[config.mk]
export PLATFORM = sky130hd
export DESIGN_NAME = serial_echo_frontend
export DESIGN_NICKNAME = d
export VERILOG_FILES = /design/src/rtl/sfe_pkg.sv /design/src/rtl/sfe_sync.sv /design/src/rtl/sfe_edges.sv /design/src/rtl/sfe_shifter.sv /design/src/rtl/serial_echo_frontend.sv
export SDC_FILE = /design/constraint.sdc
export NUM_CORES = 1
export LEC_CHECK = 0
export BUFFER_PORTS_ARGS = -buffer_cell sky130_fd_sc_hd__buf_4
export CAP_MARGIN = 20
export CORE_MARGIN = 5
export CORE_UTILIZATION = 48
export CTS_CLUSTER_DIAMETER = 120
export CTS_CLUSTER_SIZE = 14
export DETAILED_ROUTE_END_ITERATION = 7
export PLACE_DENSITY = 0.72
export SLEW_MARGIN = 20
export SYNTH_ARGS = -nofsm -noshare
export SYNTH_HDL_FRONTEND = slang
export SYNTH_SLANG_ARGS = --single-unit
[constraint.sdc]
create_clock -name clk -period 1.3 [get_ports clk]
set_clock_uncertainty 0.05 [all_clocks]
set_input_delay 0.13 -clock clk [delete_from_list [all_inputs] [get_ports clk]]
set_output_delay 0.13 -clock clk [all_outputs]
set_load 0.005 [all_outputs]
[src/rtl/sfe_pkg.sv]
package sfe_pkg;
  typedef enum logic {
    PH_FALL = 1'b0,
    PH_RISE = 1'b1
  } phase_e;

  localparam int unsigned DEF_WORD_W = 16;
  localparam int unsigned DEF_SYNC_N = 2;
endpackage

[src/rtl/sfe_sync.sv]
module sfe_sync #(
  parameter int unsigned W      = 3,
  parameter int unsigned STAGES = 2,
  parameter logic [W-1:0] RST_VAL = '0
) (
  input  logic         clk,
  input  logic         rst,
  input  logic [W-1:0] d,
  output logic [W-1:0] q
);
  logic [W-1:0] stg [STAGES];

  for (genvar g = 0; g < STAGES; g++) begin : g_stage
    if (g == 0) begin : g_first
      always_ff @(posedge clk) begin
        if (rst) stg[g] <= RST_VAL;
        else     stg[g] <= d;
      end
    end else begin : g_next
      always_ff @(posedge clk) begin
        if (rst) stg[g] <= RST_VAL;
        else     stg[g] <= stg[g-1];
      end
    end
  end

  assign q = stg[STAGES-1];
endmodule

[src/rtl/sfe_edges.sv]
module sfe_edges (
  input  logic clk,
  input  logic rst,
  input  logic cs_s,
  input  logic sclk_s,
  output logic sclk_rise,
  output logic sclk_fall,
  output logic cs_fall,
  output logic cs_rise
);
  logic cs_p;
  logic sclk_p;

  always_ff @(posedge clk) begin
    if (rst) begin
      cs_p   <= 1'b1;
      sclk_p <= 1'b0;
    end else begin
      cs_p   <= cs_s;
      sclk_p <= sclk_s;
    end
  end

  assign sclk_rise = ~cs_s & sclk_s & ~sclk_p;
  assign sclk_fall = ~cs_s & ~sclk_s & sclk_p;
  assign cs_fall   = ~cs_s & cs_p;
  assign cs_rise   = cs_s & ~cs_p;
endmodule

[src/rtl/sfe_shifter.sv]
module sfe_shifter
  import sfe_pkg::*;
#(
  parameter int unsigned WORD_W = DEF_WORD_W
) (
  input  logic              clk,
  input  logic              rst,
  input  logic              sdi_s,
  input  logic              sclk_rise,
  input  logic              sclk_fall,
  input  logic              cs_fall,
  input  logic              cs_rise,
  input  logic              phase_in,
  output logic              sdo,
  output logic [WORD_W-1:0] shreg,
  output phase_e            mode_q,
  output logic [WORD_W-1:0] word_q,
  output logic              exec_q
);
  localparam int unsigned MSB = WORD_W - 1;

  always_ff @(posedge clk) begin
    if (rst) begin
      shreg  <= '0;
      sdo    <= 1'b0;
      mode_q <= PH_FALL;
      word_q <= '0;
      exec_q <= 1'b0;
    end else begin
      exec_q <= cs_rise;
      if (cs_rise) word_q <= shreg;
      if (cs_fall) begin
        mode_q <= phase_e'(phase_in);
        if (phase_e'(phase_in) == PH_FALL) sdo <= shreg[MSB];
      end
      if (sclk_rise) begin
        shreg <= {shreg[MSB-1:0], sdi_s};
        if (mode_q == PH_RISE) sdo <= shreg[MSB];
      end
      if (sclk_fall && mode_q == PH_FALL) sdo <= shreg[MSB];
    end
  end
endmodule

[src/rtl/serial_echo_frontend.sv]
module serial_echo_frontend
  import sfe_pkg::*;
#(
  parameter int unsigned WORD_W = DEF_WORD_W,
  parameter int unsigned SYNC_N = DEF_SYNC_N
) (
  input  logic              clk,
  input  logic              rst,
  input  logic              sclk,
  input  logic              cs_n,
  input  logic              sdi,
  input  logic              phase_sel,
  output logic              sdo,
  output logic [WORD_W-1:0] cmd_word,
  output logic              cmd_exec
);
  logic [2:0]        pins_s;
  logic              cs_s, sclk_s, sdi_s;
  logic              sclk_rise, sclk_fall, cs_fall, cs_rise;
  logic [WORD_W-1:0] shreg;
  phase_e            mode_act;

  sfe_sync #(.W(3), .STAGES(SYNC_N), .RST_VAL(3'b100)) u_sync (
    .clk (clk),
    .rst (rst),
    .d   ({cs_n, sclk, sdi}),
    .q   (pins_s)
  );

  assign cs_s   = pins_s[2];
  assign sclk_s = pins_s[1];
  assign sdi_s  = pins_s[0];

  sfe_edges u_edges (
    .clk       (clk),
    .rst       (rst),
    .cs_s      (cs_s),
    .sclk_s    (sclk_s),
    .sclk_rise (sclk_rise),
    .sclk_fall (sclk_fall),
    .cs_fall   (cs_fall),
    .cs_rise   (cs_rise)
  );

  sfe_shifter #(.WORD_W(WORD_W)) u_shift (
    .clk       (clk),
    .rst       (rst),
    .sdi_s     (sdi_s),
    .sclk_rise (sclk_rise),
    .sclk_fall (sclk_fall),
    .cs_fall   (cs_fall),
    .cs_rise   (cs_rise),
    .phase_in  (phase_sel),
    .sdo       (sdo),
    .shreg     (shreg),
    .mode_q    (mode_act),
    .word_q    (cmd_word),
    .exec_q    (cmd_exec)
  );
endmodule

Yosys cells after proc, flatten, opt, wreduce, memory -nomap -nowiden
Memories as Yosys holds them, arrays and structs flattened.
Cells that the tools add are included.
- multiplexer cells: 10
- bitwise operators: 13
- reductions and logical operators: 1
- operator list (kind ; number):
    $mux 1 ; 8
    $and 1x1->1 ; 6
    $mux 3 ; 2
    $not 1->1 ; 5
    $or 1x1->1 ; 2
    $logic_and 1x1->1 ; 1
- memories: 1
- register bits: 37
- bits in writable memories: 6
- output and inout port bits: 18
- input bits: 6
- memory list (memory ; words ; bits a word ; read ports ; clocked after Yosys merged registers in ; wr ports ; line ; RTL):
    u_sync.stg ; 2 ; 3 ; 2 ; 0 ; 2 ; sfe_sync.sv:11 ; logic [W-1:0] stg [STAGES];

Depth between registers and ports, before layout
Gate-level depths: netlist (run 1).
- word-level depth: 6
- depth in mapped cells: 5

Cells and area by module
From an unflattened synthesis (run 1), not the netlist that was laid out.
- cells, all modules: 135
- area total of the unflattened synthesis: 1506.4 sq um
- by module, submodules not included (module ; times used ; area an instance (sq um) ; cells an instance):
    sfe_shifter ; 1 ; 1268.7 ; 115
    sfe_sync ; 1 ; 157.7 ; 12
    sfe_edges ; 1 ; 80.1 ; 8

Worst setup path before layout (run 1)
OpenSTA, ideal clock, no wires.
- path kind: register -> register
- start: memory u_sync.stg[1][2]
- end: register u_shift.shreg[4]
- cell stages (with the launch flop): 6
- required time: 1.118 ns
- library setup time: 0.132 ns
- slack: 0.041 ns
- arrival: 1.077 ns
- cells stage by stage: dfxtp_1 > or3b_1 > buf_6 > buf_6 > nand2_1 > a21oi_1
- RTL lines (element ; line ; RTL):
    start: declaration ; sfe_sync.sv:11 ;
    end signal: assignment ; sfe_shifter.sv:37 ; shreg <= {shreg[MSB-1:0], sdi_s};
    end: declaration ; sfe_shifter.sv:15 ; output logic [WORD_W-1:0] shreg,

==> results of run 1 <==
-- cells in the mapped netlist, drive strengths merged --
| cell | count |
|---|---|
| dfxtp | 43 |
| a31oi | 1 |
| nand2 | 64 |
| nand2b | 4 |
| and2b | 1 |
| or2 | 3 |
| a21oi | 32 |
| buf | 6 |
| nor2b | 6 |
| mux2i | 2 |
| nor3b | 1 |
| or3b | 2 |
| nand3b | 1 |
| nor2 | 2 |
| clkbuf | 6 |
-- power breakdown --
| group | leakage, µW | switching [µW] | internal, µW |
|---|---|---|---|
| clock network | 0.0000242 | 376 | 193 |
| registers | 0.000349 | 5.21 | 1330 |
| logic | 0.000268 | 38.7 | 35.3 |
| total | 0.000641 | 420 | 1560 |
-- registers in the layout, indices dropped and copies added (netlist names) --
register        flops
u_shift.mode_q      1
u_sync.stg          6
u_shift.exec_q      1
u_shift.shreg      16
u_edges.cs_p        1
u_shift.word_q     16
u_shift.sdo         1
u_edges.sclk_p      1
-- through the flow --
step	power, µW	instance area (µm²)	cells	hold WS (ns)	setup WS (ns)
floorplan	1410	1500	174	0.184	0.0405
global route	2080	1780	244	0.151	0.0119
global placement	1430	1690	234	0.270	0.0845
finish	1980	1780	244	0.137	0.0834
detailed placement	1430	1690	234	0.272	0.0616
CTS	2000	1770	244	0.125	0.0311
-- metal layers --
metal / GRT usage, % / routed length, µm / up-vias
met5: 0 / 0 / -
met4: 7.77 / 58 / 0
met3: 4.25 / 136 / 7
met2: 22.2 / 1260 / 22
met1: 17.0 / 1230 / 504
li1: - / - / 607
-- cell usage in the layout (no fill, tap or decap) --
cell type,count
nor2b_1,6
dfxtp_1,41
clkbuf_1,1
and2b_1,1
dfxtp_2,2
mux2i_1,2
or3b_1,2
nor3b_2,1
a21oi_1,32
a31oi_2,1
nand2_1,63
nor2_1,2
or2_2,3
nand3b_1,1
dlygate4sd3_1,4
clkbuf_4,5
nand2_2,1
nand2b_1,4
buf_4,28
-- cell type report --
class / instances / area share (%)
clock buffers: 6 / 2.32
well taps: 44 / 3.09
repair buffers: 32 / 14.1
flip-flops and latches: 43 / 48.5
multi-input cells: 119 / 32.0
-- kinds of logic (layout without fill, tap and decap cells) --
group	count (synthesis)	count (layout)	share of synthesized area [%]
AND/OR/NAND/NOR	84	84	25.1
flip-flops	43	43	57.4
AO/OA/AOI/OAI	33	33	11.1
buffers and inverters	12	38	5.01
multiplexers	2	2	1.34
-- path summary, 6_finish.rpt --
kind / start / endpoint / cells past startpoint
worst min register to register: u_sync.stg[0][2]$_SDFF_PP1_ / u_sync.stg[1][2]$_SDFF_PP1_ / 1
worst max-delay path: u_sync.stg[1][1]$_SDFF_PP0_ / u_shift.shreg[14]$_SDFFE_PP0P_ / 4
worst max register to register: u_sync.stg[1][1]$_SDFF_PP0_ / u_shift.shreg[14]$_SDFFE_PP0P_ / 4
worst min-delay path: rst / u_shift.mode_q$_SDFFE_PP0P_ / 2
-- timing repair --
item | in CTS | in global routing
resized for setup | 0 | 3
setup endpoints to repair | 0 | 11
hold buffers | 4 | 0
hold endpoints to repair | 4 | 0
setup buffers | 0 | 0
==> metrics.txt, run 1 <==
vias=1140; Worst R2R Setup Slack=0.08 ns; depth of the CTS H-tree=2; Setup Crit Path Kind=reg -> reg; CTS Buf Count=5; total core area=3030 µm²; post-DP HPWL=1800 µm; WP data required=1.47 ns; Final Hold Fails=0; IO Count=24; post-layout util=58.8%; total wire length=2690 µm; multi-input logic area=569 µm²; drt wl/cell=11.0 µm; max-slew violation count=0; CP Capture Type=flip-flop; Critical Path Max Stage Delay=0.36 ns; Final #Nets=207; post-synth net total=180; Post-Synthesis Cells=174; largest net degree at the start of global routing=45; syn avg cell area=8.61 µm²; total track usage=14.1%; layout cell share with drive strength beyond 1=20.5%; warnings from Yosys=0; Worst Path Max Fanout=16; Least-Margin Pin Slew=0.396 ns; cell chain of the critical path=or3b_1 > buf_4 > nand2_1 > a21oi_1; Residual DRC=0; critical path's slowest cell=dfxtp_2; Worst Setup Start Kind=flip-flop; Die Wd=65.9 µm; CTS max path bufs=2; post-synthesis cell type count=19; num rows=20; Die ar.=4340 µm²; flops & latches, synth=43; # setup viols final=0; Period Utilization, post-route=93.6%; status=finished, final reports clean; P_leak=0.000641 µW; initial antenna violation count=0; pwr/cell area=1110 nW/µm²; vias in the first global route=1085; Reg area=863 µm²; die height=65.9 µm; Worst Hold Class=in -> reg; leading area contributor after synthesis=dfxtp_1; clock sink count=43; peak supply drop=0.000540 V; drt pass-1 iters=4; min Tclk post-route=1.22 ns; worst path buffer plus inverter count=1; Synth top area share=57.4%; RSZ-0062 raised after global routing=false; Max Cap Violations=0; clk_lat worst skew=0.34 ns; port bufs=23; Crit path max-delay family=simple AND/OR/NAND/NOR gates; Via density=4.67; sum of negative setup slack=0 ns; grt total ovfl=0; P&R area growth vs syn=18.7%; Synth Cell Area=1500 µm²; CP Data Arrival Time=1.39 ns; Routed Antenna Nets=0; CTS tree=built; ANT cells=0; Synth area leaders=dfxtp_1 (57%), nand2_1 (16%), a21oi_1 (11%); initial DRC count=43; register area share after synthesis=57.4%; Slew headroom=73.6%; Placer Congestion=0.706; # fillers=284; Initial Util=49.5%; global-route wire length before repair=4680 µm; Fmax=0.822 GHz; CTS root buffer=clkbuf_4; Worst-path clk slew=0.11 ns
Note: power is estimated with default switching activity, not from simulation.
==> run 2: changes to the inputs <==
Settings changed: CELL_PAD_IN_SITES_DETAIL_PLACEMENT set to 1, CELL_PAD_IN_SITES_GLOBAL_PLACEMENT set to 1, CORE_UTILIZATION 48 to 36, PLACE_DENSITY 0.72 to not set, PLACE_DENSITY_LB_ADDON set to 0.1.
==> run 2 against run 1 <==
Net effect:
- die area grew 28%
- routed wire length grew 23%
- total power grew 17%
- non-clock buffer count grew 4
- via count grew 8.4%
- critical path depth shrank 1
- first-iteration DRC count grew 35%
- register-to-register slack lost 0.04 ns
- sequential power is essentially flat
- largest cell class unchanged
==> metrics.txt, run 2 (synthesis results as in run 1) <==
Via density=4.83 (+3.3%); num rows=23 (+15%); Placer Congestion=0.734 (+4.0%); initial antenna violation count=0 (unchanged); Setup Crit Path Kind=reg -> reg; CTS max path bufs=2 (unchanged); P&R area growth vs syn=25.3%; WP data required=1.47 ns (about the same); RSZ-0062 raised after global routing=true; CTS Buf Count=5 (unchanged); Worst-path clk slew=0.08 ns (-0.03 ns); CTS root buffer=clkbuf_8; CP Capture Type=flip-flop; Max Cap Violations=0 (unchanged); largest net degree at the start of global routing=45 (unchanged); most common cell after layout, fill and taps aside=nand2_1; min Tclk post-route=1.26 ns (+0.0441 ns); Initial Util=37.2% (-12 points); Crit path max-delay family=simple AND/OR/NAND/NOR gates; CP Data Arrival Time=1.43 ns (+0.04 ns); clk_lat worst skew=0.29 ns (-0.05 ns); drt wl/cell=13.0 µm (+18%); Die Wd=74.5 µm (+13%); Top Registers=u_shift.shreg: 16 flops, u_shift.word_q: 16 flops, u_sync.stg: 6 flops; cell chain of the critical path=or3b_1 > a31oi_2 > mux2i_1; clock sink count=43 (unchanged); Period Utilization, post-route=97.0% (+3.4 points); drt pass-1 iters=4 (unchanged); port bufs=23 (unchanged); Least-Margin Pin Slew=0.428 ns (+0.0320 ns); Worst Path Max Fanout=3 (-13); post-DP HPWL=2290 µm (+28%); P_leak=0.000697 µW (+8.7%); pwr/cell area=1240 nW/µm² (+11%); Slew headroom=71.5% (-2.1 points); sum of negative setup slack=0 ns (unchanged); Worst Setup Start Kind=flip-flop; global-route wire length before repair=5800 µm (+24%); layout cell share with drive strength beyond 1=23.8% (+3.3 points); Critical Path Max Stage Delay=0.39 ns (+0.03 ns); Worst Hold Class=in -> reg; IO Count=24 (unchanged); max-slew violation count=0 (unchanged); vias in the first global route=1308 (+21%); peak supply drop=0.000552 V (+2.3%); Routed Antenna Nets=0 (unchanged); placed cells=244 (+4.3%); Fmax=0.793 GHz (-3.5%); vias=1236 (+8.4%); total track usage=13.7% (-0.34 points); total wire length=3320 µm (+23%); status=finished, final reports clean; Final Hold Fails=0 (unchanged); critical path's slowest cell=or3b_1; total core area=4030 µm² (+33%); commonest cells after routing, fill and taps aside=nand2_1 (63), dfxtp_1 (41), a21oi_1 (32), buf_4 (32), clkbuf_8 (7); depth of the CTS H-tree=2 (unchanged); Post-CTS Setup Repair Bufs=0 (unchanged); worst path buffer plus inverter count=0 (-1); initial DRC count=58 (+35%); ANT cells=0 (unchanged); CTS tree=built; post-route insts no fill=256 (+4.9%); grt total ovfl=0 (unchanged); Die ar.=5550 µm² (+28%); die height=74.5 µm (+13%); Final #Nets=211 (+1.9%); Residual DRC=0 (unchanged); # setup viols final=0 (unchanged)
[run 2: cell count changes in the layout (fill, tap and decap cells not counted), sizes merged]
cell	change
buf	+5
dlygate4sd3	-1
clkbuf	+2
[run 2: worst paths after layout]
kind,start,endpoint,slack [ns],cells after the start
hold reg to reg,u_sync.stg[0][2]$_SDFF_PP1_,u_sync.stg[1][2]$_SDFF_PP1_,0.36,1
setup reg to reg,u_shift.mode_q$_SDFFE_PP0P_,u_shift.sdo$_SDFF_PP0_,0.04,3
hold / removal,phase_sel,u_shift.mode_q$_SDFFE_PP0P_,0.05,3
setup / recovery,u_shift.mode_q$_SDFFE_PP0P_,u_shift.sdo$_SDFF_PP0_,0.04,3
[run 2: cell type report]
class | instances | area (µm²)
fill | 486 | 2150
sequential | 43 | 863
multi-input combinational | 119 | 577
timing repair buffer | 36 | 275
clock buffer | 8 | 100
tap | 50 | 62.6
[run 2: worst min-delay path, delay by kind of cell]
kind          cells  cell delay [ns]
simple gates      1             0.08
buf+inv           1             0.08
mux               1             0.06
[run 2: per-layer routing]
metal  vias up  wire length, µm  track usage, %
met2        20             1710            24.4
met5         -                0               0
met3         6              137            2.97
li1        616                -               -
met1       594             1420            15.3
met4         0               57            7.11
[run 2: metrics by stage]
step           util [%]  cell area, µm²  hold slack [ns]  power, µW  setup slack (ns)
6_report           46.6            1880           0.0494       2320            0.0393
5_1_grt            46.6            1880           0.0873       2430          -0.00557
4_1_cts            46.3            1860           0.0463       2370            0.0129
3_5_place_dp       42.9            1730            0.273       1440           -0.0642
3_3_place_gp       42.9            1730            0.266       1430            0.0249
2_1_floorplan         -            1500            0.184       1410            0.0405
[run 2: where the power goes]
part | leakage [µW] | internal [µW] | switching [µW]
registers | 0.000349 | 1330 | 6.18
logic | 0.000297 | 37.5 | 42.9
clock network | 0.0000515 | 485 | 423
total | 0.000697 | 1850 | 472
[run 2: timing repair]
action | 4_1_cts | 5_1_grt
setup endpoints to repair | 1 | 18
endpoints found under the hold margin | 3 | 0
resized for setup | 2 | 4
hold buffers | 3 | 0
pin swaps | 1 | 0
cloned | 0 | 1
